## src/rtl/mim_pkg.sv

```systemverilog
package mim_pkg;
  typedef enum logic [3:0] {
    ST_IDLE, ST_SCAN, ST_PREQ, ST_COPY, ST_REL,
    ST_COMMIT, ST_WAIT, ST_DONE, ST_ERR
  } mim_state_e;
endpackage

```

## src/rtl/mim_remap_table.sv

```systemverilog
module mim_remap_table #(
  parameter int MOD_W = 2,
  parameter int IPM_W = 2,
  parameter int ABS_W = 4
) (
  input  logic              clk,
  input  logic              rst_n,
  input  logic              blk_en,
  input  logic [MOD_W-1:0]  sel_mod,
  input  logic              alloc_req,
  input  logic [ABS_W-1:0]  alloc_abs,
  input  logic [MOD_W+IPM_W-1:0] alloc_phys,
  output logic              alloc_ok,
  output logic              alloc_nak,
  input  logic              rsv_en,
  input  logic [MOD_W+IPM_W-1:0] rsv_phys,
  input  logic              cmt_en,
  input  logic [ABS_W-1:0]  cmt_abs,
  input  logic [MOD_W+IPM_W-1:0] cmt_src,
  input  logic [MOD_W+IPM_W-1:0] cmt_dst,
  output logic              src_found,
  output logic [ABS_W-1:0]  src_abs,
  output logic [MOD_W+IPM_W-1:0] src_phys,
  output logic              dst_found,
  output logic [MOD_W+IPM_W-1:0] dst_phys,
  input  logic [ABS_W-1:0]  lookup_abs,
  output logic              lookup_vld,
  output logic [MOD_W+IPM_W-1:0] lookup_phys
);
  localparam int PHYS_W   = MOD_W + IPM_W;
  localparam int NUM_PHYS = 1 << PHYS_W;
  localparam int NUM_ABS  = 1 << ABS_W;

  logic [NUM_ABS-1:0]  vld_q, vld_d;
  logic [PHYS_W-1:0]   map_q [NUM_ABS];
  logic [PHYS_W-1:0]   map_d [NUM_ABS];
  logic [NUM_PHYS-1:0] used_q, used_d;
  logic                ok_q, nak_q, accept;

  assign accept = !vld_q[alloc_abs] && !used_q[alloc_phys] && !rsv_en && !cmt_en &&
                  !(blk_en && (alloc_phys[PHYS_W-1:IPM_W] == sel_mod));

  always_comb begin
    vld_d  = vld_q;
    map_d  = map_q;
    used_d = used_q;
    if (alloc_req && accept) begin
      vld_d[alloc_abs]   = 1'b1;
      map_d[alloc_abs]   = alloc_phys;
      used_d[alloc_phys] = 1'b1;
    end
    if (rsv_en) used_d[rsv_phys] = 1'b1;
    if (cmt_en) begin
      map_d[cmt_abs]   = cmt_dst;
      used_d[cmt_src]  = 1'b0;
    end
  end

  always_ff @(posedge clk or negedge rst_n) begin
    if (!rst_n) begin
      vld_q  <= '0;
      used_q <= '0;
      ok_q   <= 1'b0;
      nak_q  <= 1'b0;
      for (int i = 0; i < NUM_ABS; i++) map_q[i] <= '0;
    end else begin
      vld_q  <= vld_d;
      used_q <= used_d;
      ok_q   <= alloc_req && accept;
      nak_q  <= alloc_req && !accept;
      for (int i = 0; i < NUM_ABS; i++) map_q[i] <= map_d[i];
    end
  end

  // lowest matching entries win: scan downwards, last hit sticks
  always_comb begin
    src_found = 1'b0;
    src_abs   = '0;
    src_phys  = '0;
    for (int i = NUM_ABS - 1; i >= 0; i--) begin
      if (vld_q[i] && (map_q[i][PHYS_W-1:IPM_W] == sel_mod)) begin
        src_found = 1'b1;
        src_abs   = ABS_W'(i);
        src_phys  = map_q[i];
      end
    end
    dst_found = 1'b0;
    dst_phys  = '0;
    for (int p = NUM_PHYS - 1; p >= 0; p--) begin
      if (!used_q[p] && (PHYS_W'(p) >> IPM_W) != PHYS_W'(sel_mod)) begin
        dst_found = 1'b1;
        dst_phys  = PHYS_W'(p);
      end
    end
  end

  assign alloc_ok    = ok_q;
  assign alloc_nak   = nak_q;
  assign lookup_vld  = vld_q[lookup_abs];
  assign lookup_phys = map_q[lookup_abs];

  AST_RSV_FREE: assert property (@(posedge clk) disable iff (!rst_n)
    rsv_en |-> !used_q[rsv_phys]);
  AST_CMT_HELD: assert property (@(posedge clk) disable iff (!rst_n)
    cmt_en |-> (used_q[cmt_dst] && used_q[cmt_src] && vld_q[cmt_abs]));
  AST_ALLOC_BLOCKED: assert property (@(posedge clk) disable iff (!rst_n)
    (alloc_req && blk_en && (alloc_phys[PHYS_W-1:IPM_W] == sel_mod)) |=> (alloc_nak && !alloc_ok));
endmodule

```

## src/rtl/mim_chunk_copier.sv

```systemverilog
module mim_chunk_copier #(
  parameter int PHYS_W = 4,
  parameter int SUB_W  = 2,
  parameter int WORD_W = 2,
  parameter int DATA_W = 16
) (
  input  logic              clk,
  input  logic              rst_n,
  input  logic              go,
  input  logic [PHYS_W-1:0] src_phys,
  input  logic [PHYS_W-1:0] dst_phys,
  input  logic [SUB_W-1:0]  sub_idx,
  output logic              rd_en,
  output logic [PHYS_W+SUB_W+WORD_W-1:0] rd_addr,
  input  logic [DATA_W-1:0] rd_data,
  output logic              wr_en,
  output logic [PHYS_W+SUB_W+WORD_W-1:0] wr_addr,
  output logic [DATA_W-1:0] wr_data,
  output logic              fin
);
  localparam int ADDR_W = PHYS_W + SUB_W + WORD_W;

  logic              act_q, act_d;
  logic [WORD_W-1:0] word_q, word_d;
  logic              rdv_q, last_q;
  logic [ADDR_W-1:0] wa_q;

  always_comb begin
    act_d  = act_q;
    word_d = word_q;
    if (go) begin
      act_d  = 1'b1;
      word_d = '0;
    end else if (act_q) begin
      if (&word_q) act_d = 1'b0;
      word_d = word_q + 1'b1;
    end
  end

  always_ff @(posedge clk or negedge rst_n) begin
    if (!rst_n) begin
      act_q  <= 1'b0;
      word_q <= '0;
      rdv_q  <= 1'b0;
      last_q <= 1'b0;
      wa_q   <= '0;
    end else begin
      act_q  <= act_d;
      word_q <= word_d;
      rdv_q  <= act_q;
      last_q <= act_q && (&word_q);
      if (act_q) wa_q <= {dst_phys, sub_idx, word_q};
    end
  end

  assign rd_en   = act_q;
  assign rd_addr = {src_phys, sub_idx, word_q};
  assign wr_en   = rdv_q;
  assign wr_addr = wa_q;
  assign wr_data = rd_data;
  assign fin     = rdv_q && last_q;

  AST_GO_IDLE: assert property (@(posedge clk) disable iff (!rst_n)
    go |-> (!act_q && !rdv_q));
endmodule

```

## src/rtl/mim_engine.sv

```systemverilog
module mim_engine #(
  parameter int MOD_W     = 2,
  parameter int IPM_W     = 2,
  parameter int ABS_W     = 4,
  parameter int SUB_W     = 2,
  parameter int WORD_W    = 2,
  parameter int DATA_W    = 16,
  parameter int DELAY_W   = 8,
  parameter int DELAY_MAX = 20
) (
  input  logic               clk,
  input  logic               rst_n,
  input  logic               start,
  input  logic [MOD_W-1:0]   start_mod,
  input  logic [DELAY_W-1:0] delay_cfg,
  output logic               busy,
  output logic               done,
  output logic               err,
  output logic               pause_req,
  input  logic               pause_ack,
  output logic               mem_rd_en,
  output logic [MOD_W+IPM_W+SUB_W+WORD_W-1:0] mem_rd_addr,
  input  logic [DATA_W-1:0]  mem_rd_data,
  output logic               mem_wr_en,
  output logic [MOD_W+IPM_W+SUB_W+WORD_W-1:0] mem_wr_addr,
  output logic [DATA_W-1:0]  mem_wr_data,
  input  logic               alloc_req,
  input  logic [ABS_W-1:0]   alloc_abs,
  input  logic [MOD_W+IPM_W-1:0] alloc_phys,
  output logic               alloc_ok,
  output logic               alloc_nak,
  input  logic [ABS_W-1:0]   lookup_abs,
  output logic               lookup_vld,
  output logic [MOD_W+IPM_W-1:0] lookup_phys
);
  import mim_pkg::*;
  localparam int PHYS_W = MOD_W + IPM_W;
  localparam logic [DELAY_W-1:0] DLY_CAP = DELAY_W'(DELAY_MAX);

  mim_state_e         state_q, state_d;
  logic [MOD_W-1:0]   tgt_q, tgt_d;
  logic               blk_q, blk_d, err_q, err_d, end_q, end_d;
  logic [DELAY_W-1:0] dly_q, dly_d, cnt_q, cnt_d, dly_start;
  logic [SUB_W-1:0]   sub_q, sub_d;
  logic [ABS_W-1:0]   sabs_q, sabs_d;
  logic [PHYS_W-1:0]  sphys_q, sphys_d, dphys_q, dphys_d;
  logic               rsv_en, cmt_en, go, fin;
  logic               src_found, dst_found;
  logic [ABS_W-1:0]   src_abs;
  logic [PHYS_W-1:0]  src_phys, dst_phys;

  assign dly_start = (delay_cfg > DLY_CAP) ? DLY_CAP : delay_cfg;

  mim_remap_table #(.MOD_W(MOD_W), .IPM_W(IPM_W), .ABS_W(ABS_W)) u_table (
    .clk(clk), .rst_n(rst_n), .blk_en(blk_q), .sel_mod(tgt_q),
    .alloc_req(alloc_req), .alloc_abs(alloc_abs), .alloc_phys(alloc_phys),
    .alloc_ok(alloc_ok), .alloc_nak(alloc_nak),
    .rsv_en(rsv_en), .rsv_phys(dst_phys),
    .cmt_en(cmt_en), .cmt_abs(sabs_q), .cmt_src(sphys_q), .cmt_dst(dphys_q),
    .src_found(src_found), .src_abs(src_abs), .src_phys(src_phys),
    .dst_found(dst_found), .dst_phys(dst_phys),
    .lookup_abs(lookup_abs), .lookup_vld(lookup_vld), .lookup_phys(lookup_phys));

  mim_chunk_copier #(.PHYS_W(PHYS_W), .SUB_W(SUB_W), .WORD_W(WORD_W), .DATA_W(DATA_W)) u_copier (
    .clk(clk), .rst_n(rst_n), .go(go),
    .src_phys(sphys_q), .dst_phys(dphys_q), .sub_idx(sub_q),
    .rd_en(mem_rd_en), .rd_addr(mem_rd_addr), .rd_data(mem_rd_data),
    .wr_en(mem_wr_en), .wr_addr(mem_wr_addr), .wr_data(mem_wr_data), .fin(fin));

  always_comb begin
    state_d = state_q;
    tgt_d   = tgt_q;
    blk_d   = blk_q;
    err_d   = err_q;
    end_d   = end_q;
    dly_d   = dly_q;
    cnt_d   = cnt_q;
    sub_d   = sub_q;
    sabs_d  = sabs_q;
    sphys_d = sphys_q;
    dphys_d = dphys_q;
    rsv_en  = 1'b0;
    cmt_en  = 1'b0;
    go      = 1'b0;
    unique case (state_q)
      ST_IDLE: if (start) begin
        tgt_d   = start_mod;
        blk_d   = 1'b1;
        err_d   = 1'b0;
        dly_d   = dly_start;
        state_d = ST_SCAN;
      end
      ST_SCAN: begin
        if (!src_found) state_d = ST_DONE;
        else if (!dst_found) begin
          err_d   = 1'b1;
          state_d = ST_ERR;
        end else begin
          rsv_en  = 1'b1;
          sabs_d  = src_abs;
          sphys_d = src_phys;
          dphys_d = dst_phys;
          sub_d   = '0;
          state_d = ST_PREQ;
        end
      end
      ST_PREQ: if (pause_ack) begin
        go      = 1'b1;
        state_d = ST_COPY;
      end
      ST_COPY: if (fin) state_d = ST_REL;
      ST_REL: if (!pause_ack) begin
        cnt_d = dly_q;
        end_d = &sub_q;
        if (&sub_q) state_d = ST_COMMIT;
        else begin
          sub_d   = sub_q + 1'b1;
          state_d = ST_WAIT;
        end
      end
      ST_COMMIT: begin
        cmt_en  = 1'b1;
        state_d = ST_WAIT;
      end
      ST_WAIT: begin
        if (cnt_q == '0) state_d = end_q ? ST_SCAN : ST_PREQ;
        else cnt_d = cnt_q - 1'b1;
      end
      ST_DONE: state_d = ST_IDLE;
      ST_ERR:  state_d = ST_IDLE;
      default: state_d = ST_IDLE;
    endcase
  end

  always_ff @(posedge clk or negedge rst_n) begin
    if (!rst_n) begin
      state_q <= ST_IDLE;
      tgt_q   <= '0;
      blk_q   <= 1'b0;
      err_q   <= 1'b0;
      end_q   <= 1'b0;
      dly_q   <= '0;
      cnt_q   <= '0;
      sub_q   <= '0;
      sabs_q  <= '0;
      sphys_q <= '0;
      dphys_q <= '0;
    end else begin
      state_q <= state_d;
      tgt_q   <= tgt_d;
      blk_q   <= blk_d;
      err_q   <= err_d;
      end_q   <= end_d;
      dly_q   <= dly_d;
      cnt_q   <= cnt_d;
      sub_q   <= sub_d;
      sabs_q  <= sabs_d;
      sphys_q <= sphys_d;
      dphys_q <= dphys_d;
    end
  end

  assign busy      = (state_q != ST_IDLE);
  assign done      = (state_q == ST_DONE);
  assign err       = err_q;
  assign pause_req = (state_q == ST_PREQ) || (state_q == ST_COPY);

  AST_COPY_PAUSED: assert property (@(posedge clk) disable iff (!rst_n)
    (mem_rd_en || mem_wr_en) |-> (pause_ack && pause_req));
  AST_ERR_QUIET: assert property (@(posedge clk) disable iff (!rst_n)
    err |-> !pause_req);
  AST_DLY_BOUND: assert property (@(posedge clk) disable iff (!rst_n)
    (state_q == ST_WAIT) |-> (cnt_q <= DLY_CAP));
endmodule

```

## config.mk

```make
export PLATFORM = sky130hd
export DESIGN_NAME = mim_engine
export DESIGN_NICKNAME = d
export VERILOG_FILES = /design/src/rtl/mim_pkg.sv /design/src/rtl/mim_remap_table.sv /design/src/rtl/mim_chunk_copier.sv /design/src/rtl/mim_engine.sv
export SDC_FILE = /design/constraint.sdc
export NUM_CORES = 1
export LEC_CHECK = 0
export ABC_AREA = 1
export BUFFER_PORTS_ARGS = -buffer_cell sky130_fd_sc_hd__buf_2
export CAP_MARGIN = 25
export CORE_UTILIZATION = 35
export DETAILED_ROUTE_END_ITERATION = 16
export HOLD_SLACK_MARGIN = 0.08
export PLACE_DENSITY_LB_ADDON = 0.3
export SETUP_SLACK_MARGIN = 0.02
export SLEW_MARGIN = 10
export SYNTH_ARGS = -nofsm -noshare
export SYNTH_HDL_FRONTEND = slang
export SYNTH_SLANG_ARGS = --single-unit
```

## constraint.sdc

```tcl
create_clock -name clk -period 6.2 [get_ports clk]
set_input_delay 0.62 -clock clk [delete_from_list [all_inputs] [get_ports clk]]
set_output_delay 0.62 -clock clk [all_outputs]
set_load 0.01 [all_outputs]
```

-- Yosys cells after proc, flatten, opt, wreduce, memory -nomap -nowiden
Index checks and enable logic that the tools add are counted.
- equality and inequality tests: 37
- $add $sub $neg: 3
- order comparisons: 15
- div/mod/pow operators: 0
- bitwise logic cells: 9
- multipliers: 0
- reduce and logical (&&, ||, !) cells: 87
- muxes and demuxes: 142
- shift operators: 0
- operators by type and width (cell ; number):
    $mux W4 ; 59
    $bwmux W64 ; 2
    $mux W64 ; 2
    $mux W1 ; 51
    $mux W16 ; 3
    $or A16 B16 Y16 ; 3
    $logic_and A1 B1 Y1 ; 47
    $eq A2 B2 Y1 ; 17
    $demux W4 S4 ; 2
    $pmux W4 S7 ; 1
    $lt A4 B5 Y1 const B ; 5
    $mux W8 ; 3
    $logic_not A1 Y1 ; 22
    $ne A2 B2 Y1 const B ; 10
    $and A16 B16 Y16 ; 1
    $bmux W4 S4 ; 1
    $demux W1 S4 ; 4
    $eq A4 B3 Y1 const B ; 4
    $ge A4 B1 Y1 const B ; 4
    $mux W2 ; 8
    $not A16 Y16 ; 1
    $pmux W8 S2 ; 1
    $ge A5 B5 Y1 const B ; 3
    $not A4 Y5 ; 3
    other kinds (21) ; 36
- flip-flop bits (word level): 150
- memories: 0
- bits in writable memories: 0
- ROM bits: 0
- bits in latches: 0
- logic and storage cells: 329
- input bits: 43

-- Logic depth before layout (Yosys ltp)
- depth after elaboration: 31
- gate-level depth with buffers: 26

-- Cells and area by module
A second synthesis with hierarchy kept.
- cell total of the unflattened synthesis: 1464
- area total of the unflattened synthesis: 9923.3 um^2
- modules (own cells, without submodules) (module ; area an instance (um^2) ; cells an instance ; sequential area each (um^2) ; instances):
    mim_remap_table ; 7178.1 ; 1114 ; 2452.4 ; 1
    mim_engine ; 2080.7 ; 275 ; 975.9 ; 1
    mim_chunk_copier ; 664.4 ; 75 ; 325.3 ; 1

-- Worst setup path after synthesis
Ideal clock, no wire load.
- path kind: input -> register
- start: input port alloc_phys[0]
- end: register u_table.map_q[23] (netlist bit)
- required time: 6.064 ns
- path slack: 3.536 ns
- stages on the path: 16
- arrival: 2.528 ns
- cell sequence: clkbuf_1 > nor2_1 > a22oi_1 > o221ai_1 > nand2_1 > nand2_1 > nor2_1 > o2111ai_1 > nor2_1 > nand3_4 > nor2_8 > nand2_2 > inv_2 > a21oi_1 > o21ai_1 > o21ai_0
- RTL lines (item ; RTL line ; RTL):
    from (decl) ; mim_engine.sv:29 ; input logic [MOD_W+IPM_W-1:0] alloc_phys,
    to (decl) ; mim_remap_table.sv:35 ; logic [PHYS_W-1:0] map_q [NUM_ABS];

==> impl_results.md <==
* Synth Register Bits at 150
* Antenna Cells at 0
* Post-CTS Setup Bufs at 0
* Clock Skew at 0.0111 ns
* Synth cell count leaders: nand2_1, inv_1, dfrtp_1
* Synth top area share at 0.389
* Met1 Use GR at 0.335
* Avg WL per Cell at 18.9 um
* Clock slew at reported path FFs at 0.07 ns
* First-pass GRT wire length at 51100 um
* PortBufs at 55
* Root Buffer: clkbuf_16
* Starting Density at 0.357
* H-tree depth at 4
* Pleak at 5.32 nW
* Vias in the first global route at 8855
* Gate count of the mapped netlist at 1370
* CP Max Fanout at 18
* Filler instances at 2872
* Async SR Flop Fraction at 1.00
* EDFF count, synth at 0
* Crit path to: u_table.map_q[19]
* Die ar. at 28300 um2
* GP Congestion at 1.01
* Total gr overflow at 0
* Number of buffers created by CTS at 17
* HP Class: in -> async
* CTS tree: built
* IO Count at 88
* Hold-fix buffer count after cts at 0
* VDD IR max at 0.000218 V
* Grt peak-use layer: met2
* DRT Wirelength at 33100 um
* Number of cell rows at 60
* CP startpoint kind: register
* Dpl ws at 2.36 ns
* Die Ht at 168 um
* Placed Area at 10100 um2
* Distinct cells, synth at 49
* Max_cap viols at 0
* Max-slew violations at 0
* Tot Pwr at 5.39 mW
* Fin nets at 1441
* Critical path depth in cells at 18
* Max incr delay on CP at 0.70 ns
* Fin Setup TNS at 0 ns
* DR vias/cell at 5.45
* Critical Path AT at 4.24 ns
* Reg area at 3750 um2
* Power density over the cells at 505 nW/um2
* Tmin final at 3.91 ns
* Die Wd at 168 um
* Core footprint at 27000 um2
* Worst slew pin tran at 0.919 ns
* Cell area after layout at 10700 um2
* CP startpoint: tgt_q[0]
* CP bufs+invs at 4
* Post-CTS Resized at 0
* Via Count at 9530
* DRC at 0
* Mapped Area at 9660 um2
* FMAX at 0.256 GHz
* Slew headroom at 0.385
* GR Util met2 at 0.372
* Worst Path Required at 6.53 ns
* Pin count of the biggest net entering global routing at 89
* Most frequent cell after synthesis: nand2_1
* Skew-Pair Late Insertion Delay at 0.44 ns
* Met3 GRT Util at 0.0447
* FF-to-FF End: u_table.map_q[19]
* Dpl hpwl at 23600 um
* Crit Reg-Reg Startpoint: tgt_q[0]
* RSZ-0062 raised after global routing: false
* Clock Sinks at 150
* WS Path Type: reg -> reg
* Final Util at 0.395
* Crit share post-route at 0.631
* R2r setup slk at 2.29 ns
* Slowest cell on the critical path: dfrtp_1
* 1st-pass router iterations at 6
* Largest area contributor in the netlist: dfrtp_1
* Area Overhead vs Synth at 10.5%
* Largest delay share family, worst path: simple AND/OR/NAND/NOR gates
* Multi-input logic area at 4820 um2
* Endpoint class of the critical path: register
* Share of post-route cells with drive strength above 1 at 0.102
* # setup viols final at 0
* Synth Flop Type: dfrtp_1
* Worst Reg-to-Reg Cells at 18
* Total track usage at 0.239
* Antenna violations before repair at 0
* Sequential share of the synthesized area at 0.389
* Yosys warns at 0
* DRT iter0 DRCs at 1139
* Synthesized area per cell at 7.05 um2
* Worst Setup Slack, final at 2.29 ns
* Syn nets at 1417
* ANT nets after route at 0
* CP Cell Sequence: buf_4 > inv_4 > o22ai_1 > nor2_1 > o21ai_1 > nand2_1 > nor2_1 > nand2_1 > nor2_4 > nor2_4 > inv_2 > nand3_4 > nor2_4 > nand2_2 > inv_2 > a21oi_1 > o21ai_1 > nand2_1
* Synth area leaders: dfrtp_1, nand2_1, inv_1
* CTS max path bufs at 2
* Status: finished clean
* Final hold violations at 0
[power by group]
part	switching, mW	internal (mW)
logic	1.85	0.850
registers	0.348	1.29
clock network	0.491	0.572
total	2.69	2.71
[cells in the final DEF (no fill, tap or decap), types with 3 or more instances in the layout]
cell type / n
nand2_2: 17
nand3_1: 47
ha_1: 4
buf_4: 4
o2111ai_1: 3
dfrtp_1: 150
o21ai_0: 133
nand4_1: 3
nor3_1: 22
nor2_4: 4
mux2i_1: 6
a31oi_1: 29
xor2_1: 4
inv_6: 5
a21oi_1: 107
nor2_2: 5
o21ai_1: 28
a22oi_1: 36
buf_2: 54
xnor2_1: 17
o22ai_1: 18
nor2_1: 125
inv_1: 185
clkbuf_16: 17
inv_8: 3
inv_2: 17
nand2_1: 305
o221ai_1: 10
nor2_8: 3
o211ai_1: 8
a211oi_1: 4
[through the flow]
stage,hold WS [ns],std cells
final,0.261,1748
after global routing,0.348,1748
after CTS,0.310,1748
after detailed placement,0.443,1716
after global placement,0.437,1716
after floorplan,0.324,1370
[layer usage]
layer  vias to the layer above  share of wire
met5                         -              0
met4                         0          0.018
met3                        64          0.081
met2                       402           0.45
met1                      4495           0.45
li1                       4569              -
[worst min-delay path by stage]
stage,startpoint,endpoint,slack [ns],cells past startpoint
final,rst_n,u_table.vld_q[9],0.26,1
after global placement,blk_q,blk_q,0.44,2
after CTS,rst_n,u_table.vld_q[9],0.31,1
after detailed placement,blk_q,blk_q,0.44,2
after global routing,rst_n,u_table.map_q[28],0.35,1
after floorplan,rst_n,blk_q,0.32,0
[final cells by class]
class,count,share of cell area
timing repair buffer,59,0.0292
clock buffer,18,0.0402
clock inverter,14,0.0147
inverter,206,0.0729
tap,341,0.0400
sequential,150,0.352
multi-input combinational,960,0.451
[flip-flops by register name, summed over array words and instances (netlist names), 2 cells and up]
register,count
u_copier.word_q,2
u_copier.wr_addr,8
state_q,4
sphys_q,4
u_table.used_q,16
dly_q,8
cnt_q,8
sub_q,2
u_table.vld_q,16
tgt_q,2
u_table.map_q,64
sabs_q,4
dphys_q,4
[cell families (layout without fill, tap and decap cells)]
| group | after synthesis | count (layout) | share of synthesized area |
|---|---|---|---|
| adders and majority gates | 4 | 4 | 0.00518 |
| and+or+nand+nor | 541 | 541 | 0.240 |
| buffers and inverters | 260 | 297 | 0.112 |
| xor gates and xnor gates | 21 | 21 | 0.0190 |
| AOI/OAI and AO/OA | 388 | 388 | 0.229 |
| DFF | 150 | 150 | 0.389 |
| muxes | 6 | 6 | 0.00622 |
No activity file was read; power rests on OpenSTA's default activity.
